[src/rtl/lfu_pkg.sv]
package lfu_pkg;

  typedef enum logic [2:0] {
    TS_RUN        = 3'd0,
    TS_WAIT_RSP   = 3'd1,
    TS_WAIT_RETRY = 3'd2,
    TS_BLOCKED    = 3'd3,
    TS_DONE       = 3'd4,
    TS_SQUASH     = 3'd5
  } thr_st_e;

endpackage

[src/rtl/lfu_line_buf.sv]
module lfu_line_buf #(
  parameter int ADDR_W    = 32,
  parameter int LINE_BITS = 512
) (
  input  logic                 clk,
  input  logic                 rst_n,
  input  logic                 issue_en,
  input  logic [ADDR_W-1:0]    issue_tag,
  input  logic                 fill_en,
  input  logic [LINE_BITS-1:0] fill_data,
  output logic                 valid_o,
  output logic [ADDR_W-1:0]    tag_o,
  output logic [LINE_BITS-1:0] data_o
);

  always_ff @(posedge clk) begin
    if (!rst_n) begin
      valid_o <= 1'b0;
      tag_o   <= '0;
      data_o  <= '0;
    end else if (issue_en) begin
      tag_o   <= issue_tag;
      valid_o <= 1'b0;
    end else if (fill_en) begin
      data_o  <= fill_data;
      valid_o <= 1'b1;
    end
  end

endmodule

[src/rtl/lfu_retry_slot.sv]
module lfu_retry_slot #(
  parameter int ADDR_W = 32,
  parameter int TID_W  = 1,
  parameter int RID_W  = 4
) (
  input  logic              clk,
  input  logic              rst_n,
  input  logic              park,
  input  logic [ADDR_W-1:0] park_addr,
  input  logic [TID_W-1:0]  park_tid,
  input  logic [RID_W-1:0]  park_rid,
  input  logic              drop,
  input  logic              clr_block,
  output logic              full_o,
  output logic [ADDR_W-1:0] addr_o,
  output logic [TID_W-1:0]  tid_o,
  output logic [RID_W-1:0]  rid_o,
  output logic              blocked_o
);

  always_ff @(posedge clk) begin
    if (!rst_n) begin
      full_o    <= 1'b0;
      blocked_o <= 1'b0;
      addr_o    <= '0;
      tid_o     <= '0;
      rid_o     <= '0;
    end else if (park) begin
      full_o    <= 1'b1;
      blocked_o <= 1'b1;
      addr_o    <= park_addr;
      tid_o     <= park_tid;
      rid_o     <= park_rid;
    end else begin
      if (drop)      full_o    <= 1'b0;
      if (clr_block) blocked_o <= 1'b0;
    end
  end

  // a parked request always keeps new requests blocked
  p_slot_blocks_r4: assert property (@(posedge clk) disable iff (!rst_n)
    full_o |-> blocked_o);

  // dropping without a retry leaves the block in place
  p_drop_keeps_block_r6: assert property (@(posedge clk) disable iff (!rst_n)
    (full_o && drop && !clr_block && !park) |=> (!full_o && blocked_o));

endmodule

[src/rtl/lfu_thread_ctl.sv]
module lfu_thread_ctl import lfu_pkg::*; #(
  parameter int RID_W = 4
) (
  input  logic             clk,
  input  logic             rst_n,
  input  logic             squash,
  input  logic             rsp_accept,
  input  logic             stall,
  input  logic             retry_ok,
  input  logic             issue_ok,
  input  logic             issue_refused,
  input  logic [RID_W-1:0] issue_rid,
  output thr_st_e          state_o,
  output logic [RID_W-1:0] out_rid_o
);

  always_ff @(posedge clk) begin
    if (!rst_n) begin
      state_o   <= TS_RUN;
      out_rid_o <= '0;
    end else if (squash) begin
      state_o   <= TS_SQUASH;
      out_rid_o <= '0;
    end else if (rsp_accept) begin
      state_o   <= stall ? TS_BLOCKED : TS_DONE;
    end else if (retry_ok) begin
      state_o   <= TS_WAIT_RSP;
    end else if (issue_ok) begin
      state_o   <= TS_WAIT_RSP;
      out_rid_o <= issue_rid;
    end else if (issue_refused) begin
      state_o   <= TS_WAIT_RETRY;
      out_rid_o <= issue_rid;
    end
  end

  // a response is only ever accepted while waiting for one
  p_accept_while_waiting_r7: assert property (@(posedge clk) disable iff (!rst_n)
    rsp_accept |-> (state_o == TS_WAIT_RSP));

endmodule

[src/rtl/line_fetch_unit.sv]
module line_fetch_unit import lfu_pkg::*; #(
  parameter int THREADS    = 2,
  parameter int LINE_BYTES = 64,
  parameter int ADDR_W     = 32,
  parameter int RID_W      = 4,
  localparam int TID_W     = (THREADS > 1) ? $clog2(THREADS) : 1,
  localparam int LINE_BITS = LINE_BYTES * 8,
  localparam int OFF_W     = $clog2(LINE_BYTES)
) (
  input  logic                  clk,
  input  logic                  rst_n,
  input  logic                  fetch_valid,
  input  logic [TID_W-1:0]      fetch_tid,
  input  logic [ADDR_W-1:0]     fetch_pc,
  input  logic                  xlate_fault,
  input  logic                  irq_pending,
  input  logic [THREADS-1:0]    stall_in,
  input  logic                  squash_valid,
  input  logic [TID_W-1:0]      squash_tid,
  output logic                  fetch_hit,
  output logic [LINE_BITS-1:0]  line_data,
  output logic                  mem_req_valid,
  input  logic                  mem_req_ready,
  output logic [ADDR_W-1:0]     mem_req_addr,
  output logic [TID_W-1:0]      mem_req_tid,
  output logic [RID_W-1:0]      mem_req_rid,
  input  logic                  mem_retry,
  input  logic                  mem_rsp_valid,
  input  logic [TID_W-1:0]      mem_rsp_tid,
  input  logic [RID_W-1:0]      mem_rsp_rid,
  input  logic [LINE_BITS-1:0]  mem_rsp_data,
  output logic                  rsp_drop,
  output logic                  cache_blocked,
  output logic [THREADS*3-1:0]  thr_state
);

  function automatic logic [ADDR_W-1:0] line_base(input logic [ADDR_W-1:0] pc);
    return pc & ~ADDR_W'(LINE_BYTES - 1);
  endfunction

  function automatic logic irq_holds(input logic irq, input logic [ADDR_W-1:0] pc);
    return irq && (pc[1:0] == 2'b00);
  endfunction

  // per-thread state
  logic                 buf_valid [THREADS];
  logic [ADDR_W-1:0]    buf_tag   [THREADS];
  logic [LINE_BITS-1:0] buf_data  [THREADS];
  thr_st_e              st        [THREADS];
  logic [RID_W-1:0]     orid      [THREADS];

  // retry slot
  logic              slot_full;
  logic [ADDR_W-1:0] slot_addr;
  logic [TID_W-1:0]  slot_tid;
  logic [RID_W-1:0]  slot_rid;

  logic [RID_W-1:0]  rid_ctr;

  // named events
  logic              fetch_tid_ok, rsp_tid_ok;
  logic [ADDR_W-1:0] fetch_base;
  logic              thr_busy;
  logic              resend_go, resend_ok;
  logic              new_go, new_ok, new_ref;
  logic              owner_squash, rsp_hit;
  logic              slot_drop, slot_clr;

  assign fetch_tid_ok = int'(fetch_tid) < THREADS;
  assign rsp_tid_ok   = int'(mem_rsp_tid) < THREADS;
  assign fetch_base   = line_base(fetch_pc);

  always_comb begin
    fetch_hit = 1'b0;
    thr_busy  = 1'b0;
    line_data = '0;
    if (fetch_tid_ok) begin
      fetch_hit = fetch_valid && buf_valid[fetch_tid] && (buf_tag[fetch_tid] == fetch_base);
      thr_busy  = (st[fetch_tid] == TS_WAIT_RSP) || (st[fetch_tid] == TS_WAIT_RETRY);
      line_data = buf_data[fetch_tid];
    end
  end

  assign owner_squash = slot_full && squash_valid && (squash_tid == slot_tid);
  assign resend_go    = mem_retry && slot_full && !owner_squash;
  assign resend_ok    = resend_go && mem_req_ready;

  assign new_go = fetch_valid && fetch_tid_ok && !fetch_hit && !cache_blocked &&
                  !irq_holds(irq_pending, fetch_pc) && !xlate_fault && !thr_busy &&
                  !resend_go && !(squash_valid && (squash_tid == fetch_tid));
  assign new_ok  = new_go && mem_req_ready;
  assign new_ref = new_go && !mem_req_ready;

  assign mem_req_valid = resend_go || new_go;
  assign mem_req_addr  = resend_go ? slot_addr : fetch_base;
  assign mem_req_tid   = resend_go ? slot_tid  : fetch_tid;
  assign mem_req_rid   = resend_go ? slot_rid  : rid_ctr;

  always_comb begin
    rsp_hit = 1'b0;
    if (mem_rsp_valid && rsp_tid_ok)
      rsp_hit = (st[mem_rsp_tid] == TS_WAIT_RSP) && (mem_rsp_rid == orid[mem_rsp_tid]) &&
                !(squash_valid && (squash_tid == mem_rsp_tid));
  end
  assign rsp_drop = mem_rsp_valid && !rsp_hit;

  assign slot_drop = resend_ok || owner_squash;
  assign slot_clr  = mem_retry && (!slot_full || resend_ok || owner_squash);

  always_ff @(posedge clk) begin
    if (!rst_n)      rid_ctr <= '0;
    else if (new_go) rid_ctr <= rid_ctr + 1'b1;
  end

  lfu_retry_slot #(.ADDR_W(ADDR_W), .TID_W(TID_W), .RID_W(RID_W)) u_slot (
    .clk       (clk),
    .rst_n     (rst_n),
    .park      (new_ref),
    .park_addr (fetch_base),
    .park_tid  (fetch_tid),
    .park_rid  (rid_ctr),
    .drop      (slot_drop),
    .clr_block (slot_clr),
    .full_o    (slot_full),
    .addr_o    (slot_addr),
    .tid_o     (slot_tid),
    .rid_o     (slot_rid),
    .blocked_o (cache_blocked)
  );

  for (genvar t = 0; t < THREADS; t++) begin : g_thr
    localparam logic [TID_W-1:0] TID = TID_W'(t);
    logic sel_fetch, sel_rsp, sel_slot, sel_sq;
    assign sel_fetch = (fetch_tid == TID);
    assign sel_rsp   = (mem_rsp_tid == TID);
    assign sel_slot  = (slot_tid == TID);
    assign sel_sq    = squash_valid && (squash_tid == TID);

    lfu_line_buf #(.ADDR_W(ADDR_W), .LINE_BITS(LINE_BITS)) u_buf (
      .clk       (clk),
      .rst_n     (rst_n),
      .issue_en  (new_go && sel_fetch),
      .issue_tag (fetch_base),
      .fill_en   (rsp_hit && sel_rsp),
      .fill_data (mem_rsp_data),
      .valid_o   (buf_valid[t]),
      .tag_o     (buf_tag[t]),
      .data_o    (buf_data[t])
    );

    lfu_thread_ctl #(.RID_W(RID_W)) u_ctl (
      .clk           (clk),
      .rst_n         (rst_n),
      .squash        (sel_sq),
      .rsp_accept    (rsp_hit && sel_rsp),
      .stall         (stall_in[t]),
      .retry_ok      (resend_ok && sel_slot),
      .issue_ok      (new_ok && sel_fetch),
      .issue_refused (new_ref && sel_fetch),
      .issue_rid     (rid_ctr),
      .state_o       (st[t]),
      .out_rid_o     (orid[t])
    );

    assign thr_state[t*3 +: 3] = st[t];
  end

  // requests are always line aligned
  p_req_aligned_r2: assert property (@(posedge clk) disable iff (!rst_n)
    mem_req_valid |-> (mem_req_addr[OFF_W-1:0] == '0));

  // id counter steps by one per new request
  p_rid_step_r2: assert property (@(posedge clk) disable iff (!rst_n)
    new_go |=> (rid_ctr == $past(rid_ctr) + 1'b1));

  // a hit never produces a request unless a retry resends
  p_hit_no_req_r1: assert property (@(posedge clk) disable iff (!rst_n)
    (fetch_hit && !mem_retry) |-> !mem_req_valid);

  // blocked means no request outside a retry pulse
  p_blocked_no_req_r3: assert property (@(posedge clk) disable iff (!rst_n)
    (cache_blocked && !mem_retry) |-> !mem_req_valid);

  // refusal raises the block on the next cycle
  p_refuse_blocks_r4: assert property (@(posedge clk) disable iff (!rst_n)
    (mem_req_valid && !mem_req_ready) |=> cache_blocked);

  // a response meeting a squash of its thread is dropped
  p_squash_drops_rsp_r9: assert property (@(posedge clk) disable iff (!rst_n)
    (mem_rsp_valid && squash_valid && (squash_tid == mem_rsp_tid)) |-> rsp_drop);

endmodule

[config.mk]
export PLATFORM = sky130hd
export DESIGN_NAME = line_fetch_unit
export DESIGN_NICKNAME = d
export VERILOG_FILES = /design/src/rtl/lfu_pkg.sv /design/src/rtl/lfu_line_buf.sv /design/src/rtl/lfu_retry_slot.sv /design/src/rtl/lfu_thread_ctl.sv /design/src/rtl/line_fetch_unit.sv
export SDC_FILE = /design/constraint.sdc
export NUM_CORES = 2
export LEC_CHECK = 0
export BUFFER_PORTS_ARGS = -buffer_cell sky130_fd_sc_hd__buf_4
export CAP_MARGIN = 5
export CORE_AREA = 2 2 442 444
export CTS_CLUSTER_SIZE = 30
export DETAILED_ROUTE_END_ITERATION = 7
export DIE_AREA = 0 0 444 446
export PLACE_DENSITY_LB_ADDON = 0.08
export SLEW_MARGIN = 10
export SYNTH_ARGS = -nofsm -noshare
export SYNTH_HDL_FRONTEND = slang
export SYNTH_SLANG_ARGS = --single-unit
[constraint.sdc]
create_clock -name clk -period 3.35 [get_ports clk]
set_clock_uncertainty 0.05 [all_clocks]
set_input_delay 0.5025 -clock clk [delete_from_list [all_inputs] [get_ports clk]]
set_output_delay 0.5025 -clock clk [all_outputs]
set_load 0.01 [all_outputs]
==> results list <==
* Commonest cells after routing, fill and taps aside: 2120 x nand2_1, 1155 x buf_4, 1129 x dfxtp_1
- Clock tree synthesis inserted a total of 145 buffers.
* Final standard cell utilization of the core: 0.346
- Counting I/O delays and the setup requirement, the final critical path takes 3.19 ns.
- Routability-driven placement finished with a final weighted congestion of 0.809.
- Global Route Usage Sum: 0.188
* Detailed-placement wirelength estimate: 133000 µm
- The worst pin sits at a relative slew slack of 0.223.
* Post-synthesis cell area: 46200 µm²
* CTS tree: yes
* CP startpoint kind: primary input
- Setup violations, final: 0
* Maximum clock path buffer count: 3
* GRT overflow: 0
- Before CTS, the worst setup slack after placement is 0.0603 ns.
- Clock insertion delay at the later pin of the skew report: 0.77 ns
* Filler cell count: 20408
* Prevailing post-synth register cell: dfxtp_1
* Number of maximum-capacitance constraint violations: 0
- Net total in the final layout: 7590
* Mean area per synthesized cell: 8.29 µm²
* Effective utilization at floorplan: 0.238
- CTS saw 1129 sinks.
* Commonest non-fill, non-tap cell in the layout: nand2_1
* Cell at the slowest stage of the critical path: dlygate4sd3_1
- Buffers plus inverters on the worst setup path: 4
- H-tree depth reported by CTS: 4
- Wire length of the first global-routing pass: 283000 µm
* Count of nets left with antenna violations after detail routing: 0
- The min-delay analysis places its worst path in the category primary input to flop.
- In this run, synthesis produced a sequential element count of 1129.
- Post-route DRC: 0
- Initial antenna violation count: 22
* DRT Wirelength: 195000 µm
- Arrival time at the worst endpoint: 2.64 ns
- In the final routed layout, each cell accounts on average for 20.2 µm.
- Worst Setup End Kind: output port
- Counting flops with a built-in enable in the synthesized netlist gives 0.
- The number of global-route vias before repair came to 41700.
* Number of DRC markers in iteration 0: 2144
- Timing would allow up to 0.314 GHz.
* Buffers on Ports: 1110
* Critical Path Max Stage Delay: 0.59 ns
* Count of endpoints failing hold in the final timing report: 0
- Dividing the final minimum period by the clock period gives 0.952.
* Setup Total Neg Slack: 0 ns
- The max-slew violation total from the final report came to 0.
- The die is 444 µm wide.
- Floorplan die height: 446 µm
- Worst supply voltage drop on vdd: 0.436 mV
* Num ports: 1121
* Area overhead of the layout relative to synthesis: 45.3%
* Leakage: 26.2 nW
* Most used cell along the critical path: buf_4
- The first TritonRoute pass finished after 5 iterations.
- Clock transition at path regs: 0.06 ns
* Clock root buffer: clkbuf_16
- Of all nets on the critical path, the largest fanout is 5.
* Proportion of layout cells with a drive suffix above 1: 0.276
- In this run the power density over the cells is 458 nW/µm².
* Cell family with most CP delay: buffers and inverters
* Pin count of the biggest net entering global routing: 123
- The detailed router placed 42763 vias in this run.
* WS Path Type: primary input to output port
- Floorplan row count: 162
- Total die area: 198000 µm²
* Worst path setup slack after routing: 0.161 ns
* Critical Path RT: 2.80 ns
- Pin slew with the least headroom to its limit: 1.16 ns
- Outcome: completed
- Warnings from Yosys: 0
* Share of flip-flops with an asynchronous set or reset: 0
* Unique masters post-synth: 49
- The core region is 194000 µm².
* Sequential share of the synthesized area: 0.490
- In the routed layout, each cell is associated on average with a via count of 4.42.
* Cell chain of the critical path: dlygate4sd3_1 > buf_4 > nand2_2 > nand3_1 > a2111oi_4 > buf_4 > o21ai_0 > and2_1 > buf_4
- Cells after Synth: 5566
-- Yosys cell counts (all sizes together), types with 2 or more instances --
cell type / instances / area share
nand2: 2122 / 0.17
and3: 3 / 0.00041
o21ai: 7 / 0.0010
buf: 139 / 0.019
dfxtp: 1129 / 0.49
o21a: 2 / 0.00033
inv: 6 / 0.00049
clkbuf: 300 / 0.024
nor3: 3 / 0.00033
mux2i: 121 / 0.026
nand4: 2 / 0.00027
nor4b: 3 / 0.00070
nand3: 8 / 0.00098
nor4: 10 / 0.0014
mux2: 544 / 0.13
a221o: 2 / 0.00043
nor2: 69 / 0.0058
o211ai: 4 / 0.00065
or3: 2 / 0.00027
and2: 2 / 0.00027
xnor2: 31 / 0.0059
nand2b: 4 / 0.00054
a31oi: 2 / 0.00027
a21oi: 1035 / 0.11
xor2: 2 / 0.00038
-- logic make-up (layout without fill, tap and decap cells) --
group | after synthesis | count (layout) | share of synthesized area
flip-flops | 1129 | 1129 | 0.490
XOR/XNOR | 33 | 33 | 0.00626
multiplexers | 665 | 665 | 0.159
adder cells (fa/ha/maj) | 1 | 1 | 0.000271
other | 1 | 16 | 0.0000812
AND/OR/NAND/NOR | 2232 | 2232 | 0.184
AO/OA/AOI/OAI | 1060 | 1060 | 0.117
buffers and inverters | 445 | 1998 | 0.0436
-- sequential cells by signal, indices dropped and copies added, names as in the netlist --
name	cells
u_slot.full_o	1
u_slot.blocked_o	1
u_slot.tid_o	1
u_slot.rid_o	4
g_thr.u_buf.data_o	1024
g_thr.u_ctl.out_rid_o	8
rid_ctr	4
g_thr.u_ctl.state_o	6
g_thr.u_buf.valid_o	2
u_slot.addr_o	26
g_thr.u_buf.tag_o	52
-- power by group --
part           leakage (nW)  internal (mW)  switching [mW]
logic                  14.9           1.16            1.05
clock network          2.18           8.82            6.17
registers              9.09           13.5          0.0298
total                  26.2           23.5            7.25
-- worst paths after layout --
kind / end / slack (ns) / cells past startpoint / startpoint
setup / recovery: rsp_drop / 0.16 / 9 / squash_valid
hold / removal: u_slot.full_o$_SDFFE_PN0P_ / 0.09 / 4 / mem_req_ready
hold reg to reg: g_thr[0].u_buf.data_o[386]$_SDFFE_PN0P_ / 0.40 / 2 / g_thr[0].u_buf.data_o[386]$_SDFFE_PN0P_
setup reg to reg: u_slot.addr_o[23]$_SDFFE_PN0P_ / 0.61 / 6 / u_slot.blocked_o$_SDFFE_PN0P_
-- through the flow --
stage | power (mW) | hold slack, ns | area [µm²] | instances
after floorplan | 14.4 | 0.382 | 46200 | 5571
final | 30.7 | 0.0884 | 67000 | 9676
after global placement | 15.4 | 0.388 | 57100 | 8879
after global routing | 31.9 | 0.0442 | 67000 | 9673
after CTS | 31.3 | 0.000792 | 67000 | 9666
after detailed placement | 15.4 | 0.393 | 57100 | 8879
-- worst register-to-register path, stage by stage (launching register included) --
cell,delay (ns)
dfxtp_1,0.37
or4b_4,0.60
a21oi_1,0.16
and2_1,0.20
o21ai_4,0.11
nor2_4,0.88
mux2i_1,0.31
-- repair_timing --
item | in CTS | in global routing
endpoints found under the hold margin | 1108 | 0
endpoints found under the setup margin | 1 | 2
hold buffers | 543 | 0
resized for setup | 1 | 4
setup buffers | 0 | 0
-- cell type report --
class,count,area (µm²),area share
Antenna cell,10,25.0,0.000373
Clock buffer,222,4280,0.0639
Clock inverter,22,194,0.00289
Inverter,6,30.0,0.000448
Multi-Input combinational cell,3997,21600,0.323
Sequential cell,1129,22600,0.337
Tap cell,2542,3180,0.0474
Timing Repair Buffer,1748,15100,0.225
-- routing by layer --
layer	wire length, µm	track usage	up-vias
met2	96700	0.327	976
met1	82000	0.228	20268
li1	-	-	21211
met5	91	0	-
met3	9250	0.0388	294
met4	7440	0.0702	14
No activity file was read; power rests on OpenSTA's default activity.
